===== src/rtl/ct_pkg.sv =====
package ct_pkg;

    typedef enum logic [1:0] {WR_FILL, WR_PAD, WR_HOLD} wr_state_t;
    typedef enum logic {RD_IDLE, RD_SEND} rd_state_t;

    // tag(2) + sign(1) + exponent + fraction
    function automatic int elem_bits(input int expw, input int fracw);
        return 3 + expw + fracw;
    endfunction

    // standard: one bit wider; extended: fraction doubled plus one
    function automatic int result_bits(input int expw, input int fracw, input int ext);
        return (ext != 0) ? (4 + expw + 2 * fracw) : (4 + expw + fracw);
    endfunction

    function automatic int max2(input int a, input int b);
        return (a > b) ? a : b;
    endfunction

endpackage


===== src/rtl/ct_store.sv =====
module ct_store #(
    parameter int LANES = 32,
    parameter int W     = 15,
    parameter int LW    = 5,
    parameter int BW    = 4
) (
    input  logic             clk,
    input  logic             wr_en,
    input  logic             wr_bank,
    input  logic             wr_plane_mode,
    input  logic [LW-1:0]    wr_lane,
    input  logic [BW-1:0]    wr_bit,
    input  logic [W-1:0]     wr_word,
    input  logic [LANES-1:0] wr_lanes,
    input  logic             rd_bank,
    input  logic [LW-1:0]    rd_lane,
    input  logic [BW-1:0]    rd_bit,
    output logic [LANES-1:0] rd_lanes,
    output logic [W-1:0]     rd_word
);

    logic [W-1:0] lane_q [LANES];

    for (genvar l = 0; l < LANES; l++) begin : g_lane
        logic [W-1:0] cell_q [2];

        always_ff @(posedge clk) begin
            if (wr_en) begin
                if (wr_plane_mode) begin
                    cell_q[wr_bank][wr_bit] <= wr_lanes[l];
                end else if (wr_lane == LW'(l)) begin
                    cell_q[wr_bank] <= wr_word;
                end
            end
        end

        assign lane_q[l]   = cell_q[rd_bank];
        assign rd_lanes[l] = cell_q[rd_bank][rd_bit];
    end

    assign rd_word = lane_q[rd_lane];

endmodule


===== src/rtl/ct_writer.sv =====
module ct_writer
    import ct_pkg::*;
#(
    parameter int LANES = 32,
    parameter int NBITS = 11,
    parameter int RBITS = 15,
    parameter int LW    = 5,
    parameter int BW    = 4,
    parameter int CW    = 5
) (
    input  logic             clk,
    input  logic             rst_n,
    input  logic             rev_mode,
    input  logic             in_valid,
    input  logic             in_flush,
    input  logic [NBITS-1:0] in_elem,
    input  logic [1:0]       bank_full,
    output logic             in_ready,
    output logic             wr_en,
    output logic             wr_bank,
    output logic             wr_plane_mode,
    output logic [LW-1:0]    wr_lane,
    output logic [BW-1:0]    wr_bit,
    output logic [RBITS-1:0] wr_word,
    output logic             fill_done,
    output logic             fill_rev
);

    localparam logic [CW-1:0] LTOP = CW'(LANES - 1);
    localparam logic [CW-1:0] RTOP = CW'(RBITS - 1);

    wr_state_t      st;
    logic           bank;
    logic [CW-1:0]  cnt;
    logic           cur_rev;

    logic           eff_rev;
    logic           beat;
    logic           last_beat;
    logic           pad_last;

    assign eff_rev   = (cnt == '0) ? rev_mode : cur_rev;
    assign last_beat = (cnt == (eff_rev ? RTOP : LTOP));
    assign pad_last  = (cnt == LTOP);

    // state register
    always_ff @(posedge clk) begin
        if (!rst_n) begin
            st      <= WR_FILL;
            bank    <= 1'b0;
            cnt     <= '0;
            cur_rev <= 1'b0;
        end else begin
            unique case (st)
                WR_FILL: begin
                    if (beat) begin
                        if (cnt == '0) cur_rev <= rev_mode;
                        if (last_beat) begin
                            cnt  <= '0;
                            bank <= ~bank;
                            st   <= bank_full[~bank] ? WR_HOLD : WR_FILL;
                        end else begin
                            cnt <= cnt + CW'(1);
                            if (!eff_rev && in_flush) st <= WR_PAD;
                        end
                    end
                end
                WR_PAD: begin
                    if (pad_last) begin
                        cnt  <= '0;
                        bank <= ~bank;
                        st   <= bank_full[~bank] ? WR_HOLD : WR_FILL;
                    end else begin
                        cnt <= cnt + CW'(1);
                    end
                end
                WR_HOLD: begin
                    if (!bank_full[bank]) st <= WR_FILL;
                end
            endcase
        end
    end

    // outputs
    always_comb begin
        in_ready      = (st == WR_FILL) && !bank_full[bank];
        beat          = in_valid && in_ready;
        wr_en         = beat || (st == WR_PAD);
        wr_bank       = bank;
        wr_plane_mode = beat && eff_rev;
        wr_lane       = cnt[LW-1:0];
        wr_bit        = BW'(RTOP - cnt);
        wr_word       = (st == WR_PAD) ? '0 : {{(RBITS-NBITS){1'b0}}, in_elem};
        fill_done     = (beat && last_beat) || ((st == WR_PAD) && pad_last);
        fill_rev      = (st == WR_FILL) && eff_rev;
    end

endmodule


===== src/rtl/ct_reader.sv =====
module ct_reader
    import ct_pkg::*;
#(
    parameter int LANES = 32,
    parameter int NBITS = 11,
    parameter int LW    = 5,
    parameter int BW    = 4,
    parameter int CW    = 5
) (
    input  logic          clk,
    input  logic          rst_n,
    input  logic          out_ready,
    input  logic [1:0]    bank_full,
    input  logic [1:0]    bank_rev,
    output logic          out_valid,
    output logic          out_last,
    output logic          out_rev,
    output logic [CW-1:0] out_idx,
    output logic          rd_bank,
    output logic [LW-1:0] rd_lane,
    output logic [BW-1:0] rd_bit,
    output logic          drain_done
);

    localparam logic [CW-1:0] LTOP = CW'(LANES - 1);
    localparam logic [CW-1:0] NTOP = CW'(NBITS - 1);

    rd_state_t     st;
    logic          bank;
    logic [CW-1:0] cnt;
    logic          is_last;

    assign is_last = (cnt == (bank_rev[bank] ? LTOP : NTOP));

    // state register
    always_ff @(posedge clk) begin
        if (!rst_n) begin
            st   <= RD_IDLE;
            bank <= 1'b0;
            cnt  <= '0;
        end else begin
            unique case (st)
                RD_IDLE: begin
                    if (bank_full[bank]) begin
                        st  <= RD_SEND;
                        cnt <= '0;
                    end
                end
                RD_SEND: begin
                    if (out_ready) begin
                        if (is_last) begin
                            st   <= RD_IDLE;
                            cnt  <= '0;
                            bank <= ~bank;
                        end else begin
                            cnt <= cnt + CW'(1);
                        end
                    end
                end
            endcase
        end
    end

    // outputs
    always_comb begin
        out_valid  = (st == RD_SEND);
        out_rev    = bank_rev[bank];
        out_last   = out_valid && is_last;
        out_idx    = bank_rev[bank] ? cnt : (NTOP - cnt);
        rd_bank    = bank;
        rd_lane    = cnt[LW-1:0];
        rd_bit     = BW'(NTOP - cnt);
        drain_done = out_valid && out_ready && is_last;
    end

endmodule


===== src/rtl/bitslice_corner_turn.sv =====
module bitslice_corner_turn
    import ct_pkg::*;
#(
    parameter int LANES    = 32,
    parameter int EXPW     = 5,
    parameter int FRACW    = 3,
    parameter int EXTENDED = 1,
    localparam int NBITS   = elem_bits(EXPW, FRACW),
    localparam int RBITS   = result_bits(EXPW, FRACW, EXTENDED),
    localparam int CW      = $clog2(max2(LANES, RBITS))
) (
    input  logic             clk,
    input  logic             rst_n,
    input  logic             rev_mode,
    input  logic             in_valid,
    output logic             in_ready,
    input  logic             in_flush,
    input  logic [NBITS-1:0] in_elem,
    input  logic [LANES-1:0] in_plane,
    output logic             out_valid,
    input  logic             out_ready,
    output logic             out_rev,
    output logic             out_last,
    output logic [CW-1:0]    out_idx,
    output logic [LANES-1:0] out_plane,
    output logic [RBITS-1:0] out_elem
);

    localparam int LW = $clog2(LANES);
    localparam int BW = $clog2(RBITS);

    logic [1:0]       bank_full;
    logic [1:0]       bank_rev;

    logic             wr_en, wr_bank, wr_plane_mode;
    logic [LW-1:0]    wr_lane;
    logic [BW-1:0]    wr_bit;
    logic [RBITS-1:0] wr_word;
    logic             fill_done, fill_rev;

    logic             rd_bank, drain_done;
    logic [LW-1:0]    rd_lane;
    logic [BW-1:0]    rd_bit;
    logic [LANES-1:0] rd_lanes;
    logic [RBITS-1:0] rd_word;

    ct_writer #(
        .LANES(LANES), .NBITS(NBITS), .RBITS(RBITS),
        .LW(LW), .BW(BW), .CW(CW)
    ) u_wr (
        .clk(clk), .rst_n(rst_n), .rev_mode(rev_mode),
        .in_valid(in_valid), .in_flush(in_flush), .in_elem(in_elem),
        .bank_full(bank_full), .in_ready(in_ready),
        .wr_en(wr_en), .wr_bank(wr_bank), .wr_plane_mode(wr_plane_mode),
        .wr_lane(wr_lane), .wr_bit(wr_bit), .wr_word(wr_word),
        .fill_done(fill_done), .fill_rev(fill_rev)
    );

    ct_store #(
        .LANES(LANES), .W(RBITS), .LW(LW), .BW(BW)
    ) u_store (
        .clk(clk), .wr_en(wr_en), .wr_bank(wr_bank),
        .wr_plane_mode(wr_plane_mode), .wr_lane(wr_lane), .wr_bit(wr_bit),
        .wr_word(wr_word), .wr_lanes(in_plane),
        .rd_bank(rd_bank), .rd_lane(rd_lane), .rd_bit(rd_bit),
        .rd_lanes(rd_lanes), .rd_word(rd_word)
    );

    ct_reader #(
        .LANES(LANES), .NBITS(NBITS), .LW(LW), .BW(BW), .CW(CW)
    ) u_rd (
        .clk(clk), .rst_n(rst_n), .out_ready(out_ready),
        .bank_full(bank_full), .bank_rev(bank_rev),
        .out_valid(out_valid), .out_last(out_last), .out_rev(out_rev),
        .out_idx(out_idx), .rd_bank(rd_bank), .rd_lane(rd_lane),
        .rd_bit(rd_bit), .drain_done(drain_done)
    );

    // bank occupancy: the writer sets, the reader clears (never the same bank)
    for (genvar b = 0; b < 2; b++) begin : g_bank
        always_ff @(posedge clk) begin
            if (!rst_n) begin
                bank_full[b] <= 1'b0;
                bank_rev[b]  <= 1'b0;
            end else begin
                if (fill_done && (wr_bank == b[0])) begin
                    bank_full[b] <= 1'b1;
                    bank_rev[b]  <= fill_rev;
                end else if (drain_done && (rd_bank == b[0])) begin
                    bank_full[b] <= 1'b0;
                end
            end
        end
    end

    assign out_plane = (out_valid && !out_rev) ? rd_lanes : '0;
    assign out_elem  = (out_valid &&  out_rev) ? rd_word  : '0;

endmodule


===== config.mk =====
export PLATFORM = sky130hd
export DESIGN_NAME = bitslice_corner_turn
export DESIGN_NICKNAME = d
export VERILOG_FILES = /design/src/rtl/ct_pkg.sv /design/src/rtl/ct_store.sv /design/src/rtl/ct_writer.sv /design/src/rtl/ct_reader.sv /design/src/rtl/bitslice_corner_turn.sv
export SDC_FILE = /design/constraint.sdc
export NUM_CORES = 2
export LEC_CHECK = 0
export ABC_CLOCK_PERIOD_IN_PS = 2890
export BUFFER_PORTS_ARGS = -buffer_cell sky130_fd_sc_hd__clkbuf_2
export CAP_MARGIN = 25
export CORE_MARGIN = 2
export CORE_UTILIZATION = 50
export CTS_CLUSTER_DIAMETER = 100
export DETAILED_ROUTE_END_ITERATION = 7
export PLACE_DENSITY = 0.65
export SLEW_MARGIN = 20
export SYNTH_ARGS = -nofsm -noshare
export SYNTH_HDL_FRONTEND = slang
export SYNTH_SLANG_ARGS = --single-unit

===== constraint.sdc =====
create_clock -name clk -period 2.89 [get_ports clk]
set_input_delay 0.289 -clock clk [delete_from_list [all_inputs] [get_ports clk]]
set_output_delay 0.289 -clock clk [all_outputs]
set_load 0.005 [all_outputs]

==> flow_metrics.env <==
export IMPL_r2r_end="u_store.g_lane[26].cell_q[0][7]$_DFFE_PP_"
export IMPL_fin_area_um2=66700
export IMPL_finalPower_mw=34.4
export IMPL_slew_headroom=0.286
export IMPL_syn_nets=4658
export IMPL_path_cells="buf_12 > buf_4 > nand3_1 > o21ai_0 > a2111oi_2 > a221o_1 > o22ai_2 > buf_4 > clkbuf_2"
export IMPL_grt_pass1_wl_mm=295
export IMPL_synth_common_cells="1,090 x a21oi_1, 960 x edfxtp_1, 320 x mux2i_1"
export IMPL_vias=45079
export IMPL_startpoint="u_rd.rd_lane[1]$_SDFFE_PN0P_"
export IMPL_swShare=0.266
export IMPL_synth_cells=4598
export IMPL_firstDrtPassIters=6
export IMPL_synth_top_area_cell="edfxtp_1"
export IMPL_cp_endpoint="out_elem[2]"
export IMPL_switchingPower_mw=9.16
export IMPL_ys_ff_latch=981
export IMPL_cts_sinks=981
export IMPL_syn_area_per_cell_um2=11.8
export IMPL_critPathMaxStageDelay_ns=0.54
export IMPL_cts_tree="built"
export IMPL_yosys_top_cells_area="edfxtp_1 53%, a21oi_1 10%, mux4_2 9.3%"
export IMPL_fillCellCount=8408
export IMPL_routedWlPerCell_um=32.8
export IMPL_wl_mm=209
export IMPL_setup_viol=47
export IMPL_power_internal_mw=25.3
export IMPL_grt_max_degree=182
export IMPL_place_gp_congestion=1.03
export IMPL_ant_nets=0
export IMPL_fin_hold_ws_ns=-0.00498
export IMPL_pwr_share_seq=0.471
export IMPL_drt_iter0_markers=7570
export IMPL_drv_cap=0
export IMPL_worst_r2r_path_depth=10
export IMPL_die_area_um2=111000
export IMPL_ys_types=79
export IMPL_antenna_found_initial=4
export IMPL_fp_row_count=121
export IMPL_cts_htree_levels=3
export IMPL_core_area_um2=108000
export IMPL_yosysWarnings=0
export IMPL_power_frac_clock=0.396
export IMPL_leakagePower_nw=22.1
export IMPL_cp_end_kind="output pin"
export IMPL_boundaryPins=105
export IMPL_grt_pass1_vias=42650
export IMPL_slew_viol_final=0
export IMPL_worstHoldPathType="input port to flip-flop"
export IMPL_power_density_nw_per_um2=516
export IMPL_start_util=0.502
export IMPL_status="finished with violations"
export IMPL_hold_viol_final=3
export IMPL_cts_buffer_depth=3
export IMPL_cp_max_fo=13
export IMPL_track_usage=0.363
export IMPL_crit_type="flip-flop to output pin"
export IMPL_synth_edff_count=960
export IMPL_nNetsFinal=4927
export IMPL_ys_seq_area_frac=0.538
export IMPL_cp_slowest_cell="o21ai_0"
export IMPL_reg2reg_from="u_wr.wr_lane[0]$_SDFFE_PN0P_"
export IMPL_synth_most_common_cell="a21oi_1"
export IMPL_fp_dieW_um=334
export IMPL_drc=0
export IMPL_port_buffers=104
export IMPL_rrSetupSlack_ns=0.08
export IMPL_irDropWorstVdd_mv=0.556
export IMPL_area_delta_synth_final_pct=22.6
export IMPL_clockRootBuffer="clkbuf_16"
export IMPL_final_layout_size_suffix_gt1_frac=0.324
export IMPL_worst_pin_slew_ns=1.07
export IMPL_ys_flop_type="edfxtp_1"
export IMPL_synth_area_um2=54400
export IMPL_violations="hold timing, setup timing"
export IMPL_skew_ns=0.0286
export IMPL_fmax_ghz=0.276
export IMPL_cp_required_ns=2.60
export IMPL_routed_via_density=7.08
export IMPL_rsz0062_at_grt="true"
export IMPL_dp_hpwl_mm=135
export IMPL_post_route_min_period_ns=3.62
export IMPL_clk_pin_slew_ns=0.06
export IMPL_clk_insertion_delay_late_ns=0.72
export IMPL_overflow=0
export IMPL_layout_setup_ws_ns=-0.731
export IMPL_dieHeight_um=334
export IMPL_placed_area_um2=59000
export IMPL_crit_path_start_kind="flip-flop"
export IMPL_arrival_ns=3.33
export IMPL_cp_common_cell="buf_4"
export IMPL_synth_async_reset_ratio=0
export IMPL_cts_inserted_buffers=108
export IMPL_fin_crit_sh=1.25
export IMPL_combPwrFrac=0.133
export IMPL_synth_top_cell_area_share=0.530
==> cells in the final DEF, fill, tap and decap left out, drive strengths merged, types with 7 or more instances in the layout <==
master,count
a2111oi,18
a211o,17
a211oi,71
a21o,7
a21oi,1091
a221oi,11
a311oi,13
a31oi,19
and2,27
buf,666
bufinv,11
clkbuf,234
clkinv,39
dfxtp,21
edfxtp,960
ha,11
inv,49
mux2,35
mux2i,323
mux4,224
nand2,245
nand2b,16
nand3,65
nand4,8
nand4b,8
nor2,96
nor2b,55
nor3,23
o211ai,23
o21ai,418
o221ai,17
o22ai,19
o311ai,7
o31ai,14
xnor2,9
==> through the flow <==
stage,utilization,setup WS [ns],std cells,TNS (ns),hold slack [ns]
3_5_place_dp,0.544,-0.474,6042,-5.66,0.494
3_3_place_gp,0.544,-0.467,6042,-4.46,0.479
5_1_grt,0.615,-0.708,6367,-26.54,0.0266
4_1_cts,0.602,-0.649,6314,-24.52,0.0257
2_1_floorplan,-,0.266,4598,0,0.405
6_report,0.615,-0.731,6368,-25.45,-0.00498
==> metal layers <==
layer | vias up | track usage | routed length (µm)
li1 | 18260 | - | -
met1 | 22284 | 0.478 | 72400
met2 | 3769 | 0.537 | 90800
met3 | 754 | 0.102 | 30400
met4 | 12 | 0.217 | 15200
met5 | - | 0 | 205
==> worst min path at each step <==
| stage | from | end | slack, ns | depth (start not counted) |
|---|---|---|---|---|
| 6_report | in_plane[11] | u_store.g_lane[11].cell_q[1][1]$_DFFE_PP_ | -0.005 | 3 |
| 5_1_grt | in_plane[11] | u_store.g_lane[11].cell_q[0][0]$_DFFE_PP_ | 0.03 | 3 |
| 4_1_cts | in_plane[17] | u_store.g_lane[17].cell_q[1][10]$_DFFE_PP_ | 0.03 | 3 |
| 3_5_place_dp | u_wr.st[0]$_SDFFE_PN0P_ | u_wr.st[0]$_SDFFE_PN0P_ | 0.49 | 2 |
| 3_3_place_gp | u_wr.st[1]$_SDFFE_PN0P_ | u_wr.st[1]$_SDFFE_PN0P_ | 0.48 | 2 |
| 2_1_floorplan | rst_n | u_rd.rd_lane[3]$_SDFFE_PN0P_ | 0.41 | 2 |
==> worst max-delay path, delay by kind of cell (launching register included) <==
family,cells,cell delay (ns)
AO/OA/AOI/OAI,4,1.17
flip-flops,1,0.41
buffers and inverters,4,0.71
AND/OR/NAND/NOR,1,0.33
==> flip-flops by register name (all words and copies together), names as in the netlist, named ones only <==
| signal | cells |
|---|---|
| bank_full | 2 |
| u_wr.st | 2 |
| u_wr.wr_lane | 5 |
| u_wr.cur_rev | 1 |
| bank_rev | 2 |
| u_rd.rd_lane | 5 |
| u_wr.wr_bank | 1 |
| u_store.g_lane.cell_q | 960 |
| u_rd.out_valid | 1 |
| u_rd.rd_bank | 1 |
==> what timing repair did <==
item / 4_1_cts / 5_1_grt
hold endpoints to repair: 1 / 0
gates cloned: 16 / 4
pin swaps: 94 / 55
gates resized for setup: 423 / 231
buffers inserted: 76 / 61
hold buffers: 1 / 0
endpoints found under the setup margin: 109 / 840
==> power groups by stage <==
stage / Combinational (mW) / Sequential [mW] / Clock, mW
6_report: 4.58 / 16.2 / 13.6
5_1_grt: 4.68 / 16.2 / 14.2
4_1_cts: 4.21 / 16.2 / 13.6
3_5_place_dp: 4.10 / 16.5 / 0
3_3_place_gp: 4.04 / 16.5 / 0
2_1_floorplan: 2.29 / 16.4 / 0
==> final cells by class <==
class	instances	area [µm²]	area share
diodes	1	2.50	0.0000375
inverters	48	198	0.00296
repair buffers	765	7940	0.119
clock buffers	139	2840	0.0426
well taps	1414	1770	0.0265
multi-input cells	2963	24100	0.362
clock inverters	57	559	0.00838
flip-flops and latches	981	29300	0.439
==> cell families after synthesis <==
| logic type | after synthesis | synth area share |
|---|---|---|
| mux | 581 | 0.159 |
| compound gates | 1787 | 0.182 |
| simple gates | 571 | 0.0540 |
| buf+inv | 655 | 0.0619 |
| flops | 981 | 0.538 |
| xor+xnor | 12 | 0.00235 |
| fa+ha+maj | 11 | 0.00253 |
Note: power is estimated with default switching activity, not from simulation.
